## src/rtl/wo_pkg.sv

```systemverilog
package wo_pkg;
  typedef enum logic {
    SRC_CPU   = 1'b0,
    SRC_SNOOP = 1'b1
  } wo_src_e;
endpackage

```

## src/rtl/wo_mode_latch.sv

```systemverilog
module wo_mode_latch (
  input  logic clk,
  input  logic rst,
  input  logic cfg_order_n,
  output logic weak_o
);
  // Mode is captured only while reset is high; afterwards the pin carries other traffic.
  always_ff @(posedge clk) begin
    if (rst) weak_o <= ~cfg_order_n;
  end

  // the latched mode never moves outside reset
  p_mode_hold_r2: assert property (@(posedge clk) disable iff (rst)
    !$past(rst) |-> $stable(weak_o));
endmodule

```

## src/rtl/wo_post_fifo.sv

```systemverilog
module wo_post_fifo #(
  parameter int AW    = 16,
  parameter int DW    = 32,
  parameter int DEPTH = 4,
  localparam int PW   = $clog2(DEPTH),
  localparam int TW   = PW + 1
) (
  input  logic          clk,
  input  logic          rst,
  input  logic          push,
  input  logic [AW-1:0] push_addr,
  input  logic [DW-1:0] push_data,
  input  logic          pop,
  output logic [AW-1:0] head_addr,
  output logic [DW-1:0] head_data,
  output logic          full,
  output logic          empty,
  output logic [TW-1:0] wr_tag,
  output logic [TW-1:0] rd_tag
);
  // Storage has no reset so it can map to distributed RAM; DEPTH must be a power of two.
  logic [AW-1:0] addr_mem [DEPTH];
  logic [DW-1:0] data_mem [DEPTH];

  always_ff @(posedge clk) begin
    if (push) begin
      addr_mem[wr_tag[PW-1:0]] <= push_addr;
      data_mem[wr_tag[PW-1:0]] <= push_data;
    end
  end

  // Pointers double as sequence tags: the extra MSB disambiguates wrap.
  always_ff @(posedge clk) begin
    if (rst) begin
      wr_tag <= '0;
      rd_tag <= '0;
    end else begin
      if (push) wr_tag <= wr_tag + TW'(1);
      if (pop)  rd_tag <= rd_tag + TW'(1);
    end
  end

  assign head_addr = addr_mem[rd_tag[PW-1:0]];
  assign head_data = data_mem[rd_tag[PW-1:0]];
  assign empty     = (wr_tag == rd_tag);
  assign full      = (wr_tag[PW] != rd_tag[PW]) && (wr_tag[PW-1:0] == rd_tag[PW-1:0]);

  // no write enters a full buffer and occupancy never exceeds DEPTH
  p_no_overflow_r3: assert property (@(posedge clk) disable iff (rst)
    push |-> !full);
  p_occupancy_r3: assert property (@(posedge clk) disable iff (rst)
    (wr_tag - rd_tag) <= TW'(DEPTH));
  p_no_underflow: assert property (@(posedge clk) disable iff (rst)
    pop |-> !empty);
endmodule

```

## src/rtl/wo_order_sel.sv

```systemverilog
module wo_order_sel #(
  parameter int TW = 3
) (
  input  logic          clk,
  input  logic          rst,
  input  logic          weak_mode,
  input  logic          cpu_lock,
  input  logic          snp_valid,
  input  logic          fifo_empty,
  input  logic          path_idle,
  input  logic          out_free,
  input  logic [TW-1:0] wr_tag,
  input  logic [TW-1:0] rd_tag,
  output logic          take_snoop,
  output logic          take_fifo
);
  logic          stamped_q;
  logic [TW-1:0] stamp_q;
  logic [TW-1:0] eff_stamp;
  logic          lock_hold_q;
  logic          strong_eff;
  logic          snp_ok;

  // Lock forces strong ordering and keeps it until the write path is fully idle.
  assign strong_eff = ~weak_mode | cpu_lock | lock_hold_q;
  // A newly arrived snoop takes the current tail tag as its stamp.
  assign eff_stamp  = stamped_q ? stamp_q : wr_tag;
  assign snp_ok     = snp_valid && (!strong_eff || (rd_tag == eff_stamp));
  assign take_snoop = out_free && snp_ok;
  assign take_fifo  = out_free && !snp_ok && !fifo_empty;

  always_ff @(posedge clk) begin
    if (rst) begin
      stamped_q <= 1'b0;
      stamp_q   <= '0;
    end else if (take_snoop || !snp_valid) begin
      stamped_q <= 1'b0;
    end else if (!stamped_q) begin
      stamped_q <= 1'b1;
      stamp_q   <= wr_tag;
    end
  end

  always_ff @(posedge clk) begin
    if (rst)            lock_hold_q <= 1'b0;
    else if (cpu_lock)  lock_hold_q <= 1'b1;
    else if (path_idle) lock_hold_q <= 1'b0;
  end

  // a stamped snoop never passes a buffered entry older than its stamp
  p_strong_order_r4: assert property (@(posedge clk) disable iff (rst)
    (strong_eff && stamped_q && (rd_tag != stamp_q)) |-> !take_snoop);
  // in weak ordering, a snoop is never held back from a free port
  p_weak_bypass_r5: assert property (@(posedge clk) disable iff (rst)
    (!strong_eff && snp_valid && out_free) |-> take_snoop);
  // while locked, the FIFO head is never skipped by an unstamped snoop
  p_lock_order_r8: assert property (@(posedge clk) disable iff (rst)
    (cpu_lock && snp_valid && !fifo_empty && (rd_tag != eff_stamp)) |-> !take_snoop);
endmodule

```

## src/rtl/wr_order_arb.sv

```systemverilog
module wr_order_arb #(
  parameter int AW    = 16,
  parameter int DW    = 32,
  parameter int DEPTH = 4,
  localparam int PW   = $clog2(DEPTH),
  localparam int TW   = PW + 1
) (
  input  logic          clk,
  input  logic          rst,
  input  logic          cfg_order_n,
  input  logic          cpu_lock,
  input  logic          cpu_wr_valid,
  output logic          cpu_wr_ready,
  input  logic [AW-1:0] cpu_wr_addr,
  input  logic [DW-1:0] cpu_wr_data,
  input  logic          snp_valid,
  output logic          snp_ready,
  input  logic [AW-1:0] snp_addr,
  input  logic [DW-1:0] snp_data,
  output logic          mem_valid,
  input  logic          mem_ready,
  output logic [AW-1:0] mem_addr,
  output logic [DW-1:0] mem_data,
  output logic          mem_src,
  output logic          wb_empty
);
  import wo_pkg::*;

  logic          weak_mode;
  logic          full, empty, push, pop;
  logic [AW-1:0] head_addr;
  logic [DW-1:0] head_data;
  logic [TW-1:0] wr_tag, rd_tag, wr_nx, rd_nx;
  logic          take_snoop, take_fifo, load, out_free, valid_nx;
  logic          mem_valid_q, wbe_q;
  logic [AW-1:0] mem_addr_q;
  logic [DW-1:0] mem_data_q;
  wo_src_e       mem_src_q;

  wo_mode_latch i_mode (
    .clk(clk), .rst(rst), .cfg_order_n(cfg_order_n), .weak_o(weak_mode)
  );

  assign push = cpu_wr_valid && !full;

  wo_post_fifo #(.AW(AW), .DW(DW), .DEPTH(DEPTH)) i_fifo (
    .clk(clk), .rst(rst),
    .push(push), .push_addr(cpu_wr_addr), .push_data(cpu_wr_data),
    .pop(pop), .head_addr(head_addr), .head_data(head_data),
    .full(full), .empty(empty), .wr_tag(wr_tag), .rd_tag(rd_tag)
  );

  assign out_free = !mem_valid_q || mem_ready;

  wo_order_sel #(.TW(TW)) i_sel (
    .clk(clk), .rst(rst), .weak_mode(weak_mode), .cpu_lock(cpu_lock),
    .snp_valid(snp_valid), .fifo_empty(empty),
    .path_idle(empty && !mem_valid_q), .out_free(out_free),
    .wr_tag(wr_tag), .rd_tag(rd_tag),
    .take_snoop(take_snoop), .take_fifo(take_fifo)
  );

  assign pop  = take_fifo;
  assign load = take_snoop | take_fifo;

  // Single registered bus stage: holds the write in flight until accepted.
  always_ff @(posedge clk) begin
    if (rst) begin
      mem_valid_q <= 1'b0;
      mem_addr_q  <= '0;
      mem_data_q  <= '0;
      mem_src_q   <= SRC_CPU;
    end else if (load) begin
      mem_valid_q <= 1'b1;
      mem_addr_q  <= take_snoop ? snp_addr : head_addr;
      mem_data_q  <= take_snoop ? snp_data : head_data;
      mem_src_q   <= take_snoop ? SRC_SNOOP : SRC_CPU;
    end else if (mem_ready) begin
      mem_valid_q <= 1'b0;
    end
  end

  // Buffer-empty flag computed from next state, so it tracks the registers exactly.
  assign wr_nx    = wr_tag + TW'(push);
  assign rd_nx    = rd_tag + TW'(pop);
  assign valid_nx = load | (mem_valid_q & ~mem_ready);

  always_ff @(posedge clk) begin
    if (rst) wbe_q <= 1'b0;
    else     wbe_q <= weak_mode | ((wr_nx == rd_nx) && !valid_nx);
  end

  assign cpu_wr_ready = !full;
  assign snp_ready    = take_snoop;
  assign mem_valid    = mem_valid_q;
  assign mem_addr     = mem_addr_q;
  assign mem_data     = mem_data_q;
  assign mem_src      = mem_src_q;
  assign wb_empty     = wbe_q;

  // a stalled bus write is frozen
  p_mem_hold_r10: assert property (@(posedge clk) disable iff (rst)
    (mem_valid && !mem_ready) |=> (mem_valid && $stable(mem_addr) && $stable(mem_data) && $stable(mem_src)));
  // weak mode keeps the flag active
  p_wbe_weak_r6: assert property (@(posedge clk) disable iff (rst)
    weak_mode |=> wb_empty);
  // in strong mode the flag is never active with data pending
  p_wbe_strong_r7: assert property (@(posedge clk) disable iff (rst)
    (!weak_mode && wb_empty) |-> (empty && !mem_valid));
endmodule

```

## config.mk

```make
export PLATFORM = sky130hd
export DESIGN_NAME = wr_order_arb
export DESIGN_NICKNAME = d
export VERILOG_FILES = /design/src/rtl/wo_pkg.sv /design/src/rtl/wo_mode_latch.sv /design/src/rtl/wo_post_fifo.sv /design/src/rtl/wo_order_sel.sv /design/src/rtl/wr_order_arb.sv
export SDC_FILE = /design/constraint.sdc
export NUM_CORES = 1
export LEC_CHECK = 0
export ABC_AREA = 1
export ABC_CLOCK_PERIOD_IN_PS = 4600
export BUFFER_PORTS_ARGS = -buffer_cell sky130_fd_sc_hd__buf_4
export CORE_MARGIN = 2
export CORE_UTILIZATION = 40
export CTS_CLUSTER_SIZE = 25
export DETAILED_ROUTE_END_ITERATION = 10
export MAX_ROUTING_LAYER = met4
export SYNTH_ARGS = -nofsm -noshare
export SYNTH_HDL_FRONTEND = slang
export SYNTH_SLANG_ARGS = --single-unit
```

## constraint.sdc

```tcl
create_clock -name clk -period 4.6 [get_ports clk]
set_input_delay 0.92 -clock clk [delete_from_list [all_inputs] [get_ports clk]]
set_output_delay 0.92 -clock clk [all_outputs]
set_load 0.02 [all_outputs]
```

==> results by group, run 1 <==
Status
  – Status: complete, no violations

Detailed routing
  – Drt pass-1 iters: 5
  – WL/cell: 17.5 µm
  – Via count: 7,016
  – Number of DRC markers in iteration 0: about 560
  – Final wirelength: 24,000 µm
  – Vias per inst: about 5.1
  – Final ANT Viol Nets: 0
  – Final routed DRC violation total: 0

Global routing
  – Vias in the first global route: 6,762
  – First-pass GRT wire length: 36,900 µm
  – Largest net degree at the start of global routing: 98
  – Global route total overflow: 0
  – Initial antenna violation count: 1
  – GRT Util Overall: 0.185

Hold path
  – Worst hold path type: flop to flop
  – Worst Min Path Start: mem_data[8]$_SDFFE_PP0P_

Die
  – DIE AREA: 0.0264 mm²
  – Initial Util: 0.403
  – DIE HEIGHT: 163 µm
  – Die width: 163 µm
  – Rows: 58
  – Core footprint: 0.0250 mm²
  – Top Ports: 156

CTS
  – Post_cts resized: 0
  – Htree depth: 1
  – Reg clk slew, reported paths: 0.06 ns
  – CTS tree: done
  – Clk sinks: 257
  – Total setup buffers inserted after CTS: 0
  – Root buf cell: clkbuf_16
  – Max Root-Sink Buffers: 3
  – Clock latency on the worst-skew pair: 0.53 ns
  – CTS Hold Bufs: 0
  – Total CTS buffers: 27

Setup path
  – Crit Path Class: flop to output port
  – Critical Path Fanout Max: 36
  – Critical path data required time: 3.68 ns
  – Critical path arrival: approximately 2.3 ns
  – RR Startpoint: i_fifo.wr_tag[1]$_SDFFE_PP0P_
  – CP startpoint: i_fifo.wr_tag[1]$_SDFFE_PP0P_
  – Worst setup EP type: output port
  – Nature of the critical path startpoint: flop

Cells and area
  – Final design area excluding fillers: 0.0124 mm²
  – Area occupied by multi-input gates: 0.00262 mm²
  – Fillers: 2,292
  – Nets: 1,126
  – Layout cells sized above 1: 0.221
  – Synth-to-Final Area Change: 23.0%
  – Register area: 0.00708 mm²
  – Util after Layout: 0.495

Timing
  – Final slew viol count: 0
  – Setup Skew: approximately 0.011 ns
  – Setup_tns: 0 ns
  – Fin crit period: 3.19 ns
  – RSZ-0062 raised after global routing: false
  – Slew @ Worst Pin: 1.00 ns
  – Hold slack: between 0.4 and 0.5 ns
  – Fin. Hold Viols: 0
  – Final setup fails: 0
  – Peak Freq: 314 MHz
  – Worst rel slew slack: 0.333
  – Tcrit/Tclk final: 0.693

Placed design
  – Input/output buffers: 155
  – Detailed Place HPWL: 13,800 µm
  – DP Area: between 0.01 and 0.015 mm²
  – RePlAce Congestion: a little under 0.8

Flow run
  – Max cap viols: 0

Synthesis
  – Register area share after synthesis: 0.704
  – Top-area cell type share of the netlist area: 0.576
  – Most numerous cell in the Yosys netlist: edfxtp_1
  – Synth top cells by count: edfxtp_1, nand2_1, o21ai_0
  – Mapped Area: 0.0101 mm²
  – Cells after Synth: 874
  – Distinct cells, synth: 27
  – Synth warnings: 0
  – Yosys reg bits: 257
  – Dominant synthesized flop cell: edfxtp_1
  – Number of flops mapped to enable cells by yosys: 193
  – Mean Syn Cell Area: 11.5 µm²
  – Syn nets: 985
  – Synth area leader: edfxtp_1
  – Post-synth ARST share: 0
  – Synth area leaders: edfxtp_1, dfxtp_1, o21ai_0

Power and ir drop
  – Worst VDD drop: 0.000373 V
  – Leakage: 4.61 nW
  – Total power per unit cell area: 631 mW/mm²
-- sequential cells by signal, summed over array words and instances (netlist names), named ones only --
signal and count:
i_fifo.rd_tag 3, mem_src 1, i_fifo.addr_mem 64, wb_empty 1, i_sel.lock_hold_q 1, mem_valid 1, i_mode.weak_o 1, i_fifo.data_mem 128
mem_data 32, mem_addr 16, i_sel.stamp_q 3, i_sel.stamped_q 1, i_fifo.wr_tag 3
-- through the flow --
stage / worst slack (ns) / power, mW / instances
2_1_floorplan: 0.977 / 4.84 / 874
3_3_place_gp: 1.66 / 5.72 / 1316
3_5_place_dp: 1.60 / 5.74 / 1316
4_1_cts: 1.36 / 7.88 / 1366
5_1_grt: 1.23 / 8.29 / 1367
6_report: 1.41 / 7.80 / 1367
-- worst max-delay path: stages (launching register included) --
cell	delay (ns)
dfxtp_1	0.38
inv_1	0.19
nand2_1	0.07
nand3_1	0.07
nand2_1	0.05
inv_1	0.04
nand3_1	0.09
nand2_2	0.10
nand3_4	0.41
inv_2	0.17
buf_4	0.15
-- report_power, final --
part / switching (mW) / internal (mW) / leakage, nW / total (mW)
registers: 0.276 / 2.83 / 2.30 / 3.11
clock network: 0.855 / 1.28 / 0.429 / 2.13
logic: 1.67 / 0.897 / 1.88 / 2.57
-- per-layer routing --
layer,vias to the layer above,part of all wire,global-route usage
met5,-,0,-
met4,0,0.015,0.0406
met3,32,0.058,0.0334
met2,172,0.47,0.299
met1,3389,0.45,0.245
li1,3423,-,-
-- layout by cell type (no fill, tap or decap), types with 14 or more instances in the layout --
cell type  instances
nand2_1          128
nor2_1           102
clkbuf_16         27
dfxtp_1           62
edfxtp_1         193
a21oi_1           18
o21ai_0          107
inv_1             24
buf_4            168
o21ai_1           14
o22ai_1           48
a31oi_1           43
nand3_1           44
-- worst paths after layout --
| path | to | cells past startpoint | slack, ns |
|---|---|---|---|
| setup / recovery | snp_ready | 10 | 1.41 |
| hold / removal | mem_data[8]$_SDFFE_PP0P_ | 2 | 0.47 |
| setup reg to reg | i_fifo.data_mem[3][13]$_DFFE_PP_ | 7 | 1.76 |
| hold reg to reg | mem_data[8]$_SDFFE_PP0P_ | 2 | 0.47 |
-- cell type report --
type,instances,area share
antenna,1,0.000202
multi-input combinational,531,0.212
clock inverter,9,0.00809
timing repair buffer,168,0.102
clock buffer,41,0.0629
sequential,257,0.573
inverter,30,0.00921
tap,330,0.0334
-- kinds of logic after synthesis --
kind of cell,after synthesis,synth area share
DFF,257,0.704
adders and majority gates,8,0.00995
and+or+nand+nor,289,0.118
buffers and inverters,86,0.0391
AOI/OAI and AO/OA,230,0.126
xor gates and xnor gates,4,0.00348
No activity file was read; power rests on OpenSTA's default activity.
==> run 2, diff against run 1 <==
ABC_AREA = 0   (was 1)
ABC_CLOCK_PERIOD_IN_PS = 2650   (was 4600)
clock period = 2.65 ns   (was 4.6 ns; I/O delays follow)
==> results by group, run 2 <==
Power and ir drop
  – PnR Total Power: 12.6 mW
  – Clock power share: 0.303
  – Switching part of the total: 0.299
  – Leakage: roughly 4.6 nW
  – Worst VDD drop: 0.000613 V
  – Cell-internal power: 8.86 mW
  – Flop pwr share: 0.404
  – Comb power frac: 0.293
  – NetSw: 3.78 mW
  – Total power per unit cell area: 973 mW/mm²

Synthesis
  – Syn nets: 693
  – Top-area cell type share of the netlist area: 0.559
  – Most numerous cell in the Yosys netlist: edfxtp_1
  – Mean Syn Cell Area: 17.8 µm²
  – Yosys reg bits: about 260
  – Mapped Area: 0.0104 mm²
  – Distinct cells, synth: 39
  – Register area share after synthesis: 0.683
  – Synth top cells by count: edfxtp_1, dfxtp_1, mux2i_1
  – Synth warnings: 0
  – Synth area leaders: edfxtp_1, dfxtp_1, mux4_2
  – Synth area leader: edfxtp_1
  – Cells after Synth: 582
  – Post-synth ARST share: 0
  – Number of flops mapped to enable cells by yosys: 193
  – Dominant synthesized flop cell: edfxtp_1

Timing
  – RSZ-0062 raised after global routing: true
  – Peak Freq: 386 MHz
  – Worst rel slew slack: 0.559
  – Tcrit/Tclk final: 0.977
  – Slew @ Worst Pin: 0.662 ns
  – Final slew viol count: 0
  – Fin. Hold Viols: 0
  – Setup_tns: 0 ns
  – Hold slack: 0.187 ns
  – Setup Skew: roughly 0.021 ns
  – Final setup fails: 0
  – Fin crit period: 2.59 ns

Detailed routing
  – WL/cell: 20.1 µm
  – Final wirelength: 22,200 µm
  – Final ANT Viol Nets: 0
  – Vias per inst: 5.22
  – Number of DRC markers in iteration 0: approximately 250
  – Final routed DRC violation total: 0
  – Drt pass-1 iters: 4
  – Via count: 5,765

Global routing
  – Global route total overflow: 0
  – Vias in the first global route: ~6,000
  – GRT Util Overall: 0.170
  – First-pass GRT wire length: 34,100 µm
  – Largest net degree at the start of global routing: 54
  – Initial antenna violation count: 0

CTS
  – Max Root-Sink Buffers: 3
  – Clk sinks: 257
  – Root buf cell: clkbuf_16
  – CTS tree: done
  – Total CTS buffers: 28
  – Clock latency on the worst-skew pair: around 0.54 ns
  – CTS Hold Bufs: 0
  – Reg clk slew, reported paths: 0.06 ns
  – Htree depth: 1

Cells and area
  – Commonest cells after routing, fill and taps aside: edfxtp_1, buf_4, dfxtp_1, nor3_1
  – Commonest non-fill, non-tap cell in the layout: edfxtp_1
  – Cell Count, Final, Fillers Out: between 1,000 and 1,500
  – Synth-to-Final Area Change: 25.4%
  – Fillers: 2,071
  – Largest register FFs: between 100 and 150
  – Antenna cells: 0
  – Layout cells sized above 1: 0.441
  – Util after Layout: 0.513
  – Nets: 864

Die
  – DIE AREA: 0.0272 mm²
  – Rows: 58
  – DIE HEIGHT: 165 µm
  – Die width: 165 µm
  – Initial Util: 0.409
  – Top Ports: 156
  – Core footprint: approximately 0.025 mm²

Setup path
  – Critical Path Fanout Max: 4
  – Delay-heaviest family, CP: flip-flops
  – Crit Path Class: flop to output port
  – Crit path max-delay cell type: dfxtp_4
  – Worst path bufs/invs: 2
  – Reg-to-reg slack, setup: around 0.31 ns
  – Worst setup EP type: output port
  – Critical path data required time: 2.12 ns
  – Largest stage delay, worst path: 0.38 ns
  – Crit path cell chain: mux2i_2 > xor2_2 > a31oi_4 > or2_4 > inv_2 > buf_4
  – Critical path arrival: 2.06 ns
  – Nature of the critical path startpoint: flop

Placed design
  – RePlAce Congestion: 0.775
  – Detailed Place HPWL: 14,400 µm
  – Placed Cells: approximately 1,000
  – Input/output buffers: 155

Status
  – Status: complete, no violations

Flow run
  – Max cap viols: 0

Hold path
  – Worst hold path type: primary input to flop
-- run 2: changes by cell type after synthesis, moves of 11 or more --
cell / previous run / this run
nor2_1: 106 / 8
o21ai_1: 14 / 3
mux4_2: 0 / 48
a31oi_1: 43 / 2
nand3_1: 44 / 7
o21ai_0: 107 / 1
inv_1: 26 / 5
nand2_1: 128 / 2
a211oi_2: 0 / 48
mux2i_1: 0 / 50
o22ai_1: 48 / 0
nor3_1: 1 / 49
-- run 2: worst reg2reg max path, stage by stage, from the launching register on --
cell and delay [ns]:
dfxtp_4 0.38, mux2i_2 0.28, xor2_2 0.25, buf_4 0.15, nand4_1 0.16, and3_1 0.22, ha_1 0.31, xor2_1 0.17
nor3_1 0.18, a31oi_1 0.10, nor2_1 0.08
-- run 2: layout make-up --
class	count	area (µm²)	share of cell area
Sequential cell	257	7090	0.545
Multi-Input combinational cell	277	3070	0.236
Timing Repair Buffer	183	1490	0.114
Clock buffer	41	811	0.0624
Tap cell	330	413	0.0318
Clock inverter	11	111	0.00857
Inverter	6	22.5	0.00173
-- run 2: cells by family after synthesis --
kind of cell / share of synthesized area
DFF: 0.683
muxes: 0.155
and+or+nand+nor: 0.0419
AOI/OAI and AO/OA: 0.0735
buffers and inverters: 0.0240
xor gates and xnor gates: 0.0132
adders and majority gates: 0.00966
-- run 2: worst paths after layout --
path / startpoint / to / cells after the start
setup / recovery: i_sel.stamped_q$_SDFF_PP0_ / snp_ready / 6
setup reg to reg: i_sel.stamped_q$_SDFF_PP0_ / wb_empty$_SDFF_PP0_ / 10
hold reg to reg: i_sel.lock_hold_q$_SDFFE_PP0P_ / i_sel.lock_hold_q$_SDFFE_PP0P_ / 2
hold / removal: cpu_wr_data[8] / i_fifo.data_mem[1][8]$_DFFE_PP_ / 1
-- run 2: per-stage QoR --
stage / setup WS [ns] / area [µm²]
floorplan: 0.418 / 10400
global placement: 0.342 / 12000
detailed placement: 0.306 / 12000
CTS: 0.0177 / 13000
global route: -0.0173 / 13000
finish: 0.0597 / 13000
-- run 2: metal layers --
metal / global-route usage / vias up / wire length, µm / part of all wire
met5: - / - / 0 / 0
met4: 0.0407 / 0 / 409 / 0.018
met3: 0.0241 / 28 / 985 / 0.044
met2: 0.285 / 131 / 11100 / 0.50
met1: 0.220 / 2930 / 9690 / 0.44
li1: - / 2676 / - / -
-- run 2: what timing repair did --
action | in CTS | in global routing
hold endpoints to repair | 0 | 0
buffers inserted | 2 | 2
setup endpoints to repair | 1 | 1
gates resized for setup | 2 | 3
-- run 2: power by group through the flow --
stage	clock [mW]	sequential [mW]	combinational, mW
final	3.83	5.11	3.71
after global routing	4.07	5.18	3.97
after CTS	3.92	5.12	3.74
after detailed placement	0	5.20	3.73
after global placement	0	5.17	3.66
after floorplan	0	5.41	2.31
==> run 3, diff against run 2 <==
--- a/config.mk
+++ b/config.mk
@@ -15,2 +15,3 @@
 export MAX_ROUTING_LAYER = met4
+export PLACE_DENSITY_LB_ADDON = 0.2
 export SYNTH_ARGS = -nofsm -noshare
==> constraint.sdc (replaced) <==
create_clock -name clk -period 2.65 [get_ports clk]
set_input_delay 0.265 -clock clk [delete_from_list [all_inputs] [get_ports clk]]
set_output_delay 0.265 -clock clk [all_outputs]
set_load 0.02 [all_outputs]
==> results by group, run 3 (same netlist as run 2, synthesis figures left out) <==
CTS
  – Max Root-Sink Buffers: 3
  – Total CTS buffers: 28
  – CTS Hold Bufs: 50
  – Root buf cell: clkbuf_16
  – Clk sinks: 257
  – Total setup buffers inserted after CTS: 0
  – Post_cts resized: 0
  – Htree depth: 1
  – CTS tree: done
  – Reg clk slew, reported paths: 0.06 ns
  – Clock latency on the worst-skew pair: 0.53 ns

Die
  – Top Ports: 156
  – Die width: approximately 160 µm
  – Initial Util: 0.409
  – Core footprint: 0.0253 mm²
  – DIE AREA: 0.0272 mm²
  – DIE HEIGHT: ~160 µm
  – Rows: 58

Global routing
  – Initial antenna violation count: 0
  – Global route total overflow: 0
  – First-pass GRT wire length: 34,200 µm
  – GRT Util Overall: 0.169
  – Largest net degree at the start of global routing: 51
  – Vias in the first global route: 6,250

Setup path
  – Critical path arrival: 2.16 ns
  – Critical Path Fanout Max: 4
  – Nature of the critical path startpoint: flop
  – Crit Path Class: flop to output port
  – Crit path cell chain: mux2i_1 > xor2_2 > a31oi_4 > or2_4 > inv_2 > buf_4
  – Largest stage delay, worst path: 0.43 ns
  – Crit path max-delay cell type: dfxtp_1
  – Delay-heaviest family, CP: flip-flops
  – Critical path data required time: 2.38 ns
  – Worst setup EP type: output port
  – Worst path bufs/invs: 2
  – Reg-to-reg slack, setup: 0.29 ns

Cells and area
  – Synth-to-Final Area Change: 29.6%
  – Register area: 0.00708 mm²
  – Fillers: 2,062
  – Commonest cells after routing, fill and taps aside: edfxtp_1, buf_4, dfxtp_1, mux2i_1, dlygate4sd3_1
  – Commonest non-fill, non-tap cell in the layout: edfxtp_1
  – Nets: 907
  – Antenna cells: 0
  – Layout cells sized above 1: 0.405
  – Area occupied by multi-input gates: 0.00306 mm²
  – Cell Count, Final, Fillers Out: between 1,000 and 1,500
  – Largest register FFs: approximately 130

Timing
  – Setup_tns: 0 ns
  – Final setup fails: 0
  – Setup Skew: approximately 0.01 ns
  – Peak Freq: 413 MHz
  – Fin. Hold Viols: 0
  – Slew @ Worst Pin: about 0.76 ns
  – Final slew viol count: 0
  – Worst rel slew slack: 0.494
  – RSZ-0062 raised after global routing: false
  – Fin crit period: 2.42 ns
  – Tcrit/Tclk final: 0.914

Placed design
  – Placed Cells: between 1,000 and 1,500
  – RePlAce Congestion: 0.802
  – Detailed Place HPWL: roughly 14,000 µm
  – Input/output buffers: 155

Hold path
  – Worst hold path type: primary input to flop

Detailed routing
  – Number of DRC markers in iteration 0: 299
  – Final routed DRC violation total: 0
  – WL/cell: approximately 19 µm
  – Final wirelength: 22,100 µm
  – Via count: 5,906
  – Drt pass-1 iters: 4
  – Final ANT Viol Nets: 0
  – Vias per inst: 5.14

Status
  – Status: complete, no violations

Power and ir drop
  – Worst VDD drop: approximately 0.00056 V
  – Total power per unit cell area: about 950 mW/mm²
  – Leakage: about 4.8 nW
  – PnR Total Power: 12.8 mW

Flow run
  – Max cap viols: 0
==> run 3: changes by cell type in the layout (fill, tap and decap cells not counted), sizes merged <==
cell / change
clkbuf: -1
dlygate4sd3: +50
buf: -7
bufinv: +1
==> run 3: final timing paths <==
kind,depth (start not counted),end,start
hold reg to reg,2,i_sel.lock_hold_q$_SDFFE_PP0P_,i_sel.lock_hold_q$_SDFFE_PP0P_
setup / recovery,6,snp_ready,i_sel.stamped_q$_SDFF_PP0_
setup reg to reg,9,wb_empty$_SDFF_PP0_,i_sel.stamped_q$_SDFF_PP0_
hold / removal,3,i_sel.stamped_q$_SDFF_PP0_,snp_valid
==> run 3: worst register-to-register path, stage by stage, from the launching register on <==
cell     delay (ns)
dfxtp_1        0.43
mux2i_1        0.32
xor2_2         0.27
nand4_1        0.21
and3_1         0.22
ha_1           0.29
xor2_1         0.16
nor3_1         0.17
a31oi_1        0.10
nor2_1         0.10
==> run 3: metal layers <==
layer  vias up  wire length (µm)  track usage  part of all wire
met2       139             11600        0.302              0.52
li1       2758                 -            -                 -
met3        31              1020       0.0218             0.046
met1      2978              9100        0.203              0.41
met4         0               419       0.0451             0.019
met5         -                 0            -                 0
==> run 3: cell type report <==
| class | count | share of cell area |
|---|---|---|
| Sequential cell | 257 | 0.527 |
| Inverter | 6 | 0.00168 |
| Clock inverter | 12 | 0.0101 |
| Clock buffer | 40 | 0.0608 |
| Tap cell | 330 | 0.0307 |
| Multi-Input combinational cell | 277 | 0.228 |
| Timing Repair Buffer | 226 | 0.142 |
==> run 3: per-stage QoR <==
stage	utilization	worst slack, ns	cell area [µm²]	hold WS [ns]
after floorplan	-	0.446	10400	0.364
after global placement	0.473	0.327	12000	0.463
after detailed placement	0.473	0.307	12000	0.470
after CTS	0.531	0.209	13400	0.0152
after global routing	0.531	0.0613	13400	0.0559
final	0.531	0.229	13400	0.0318
==> run 3: power by group <==
part | internal (mW) | leakage [nW] | total (mW) | switching [mW]
logic | 1.78 | 1.98 | 3.71 | 1.94
registers | 4.81 | 2.30 | 5.12 | 0.318
clock network | 2.43 | 0.472 | 3.93 | 1.51
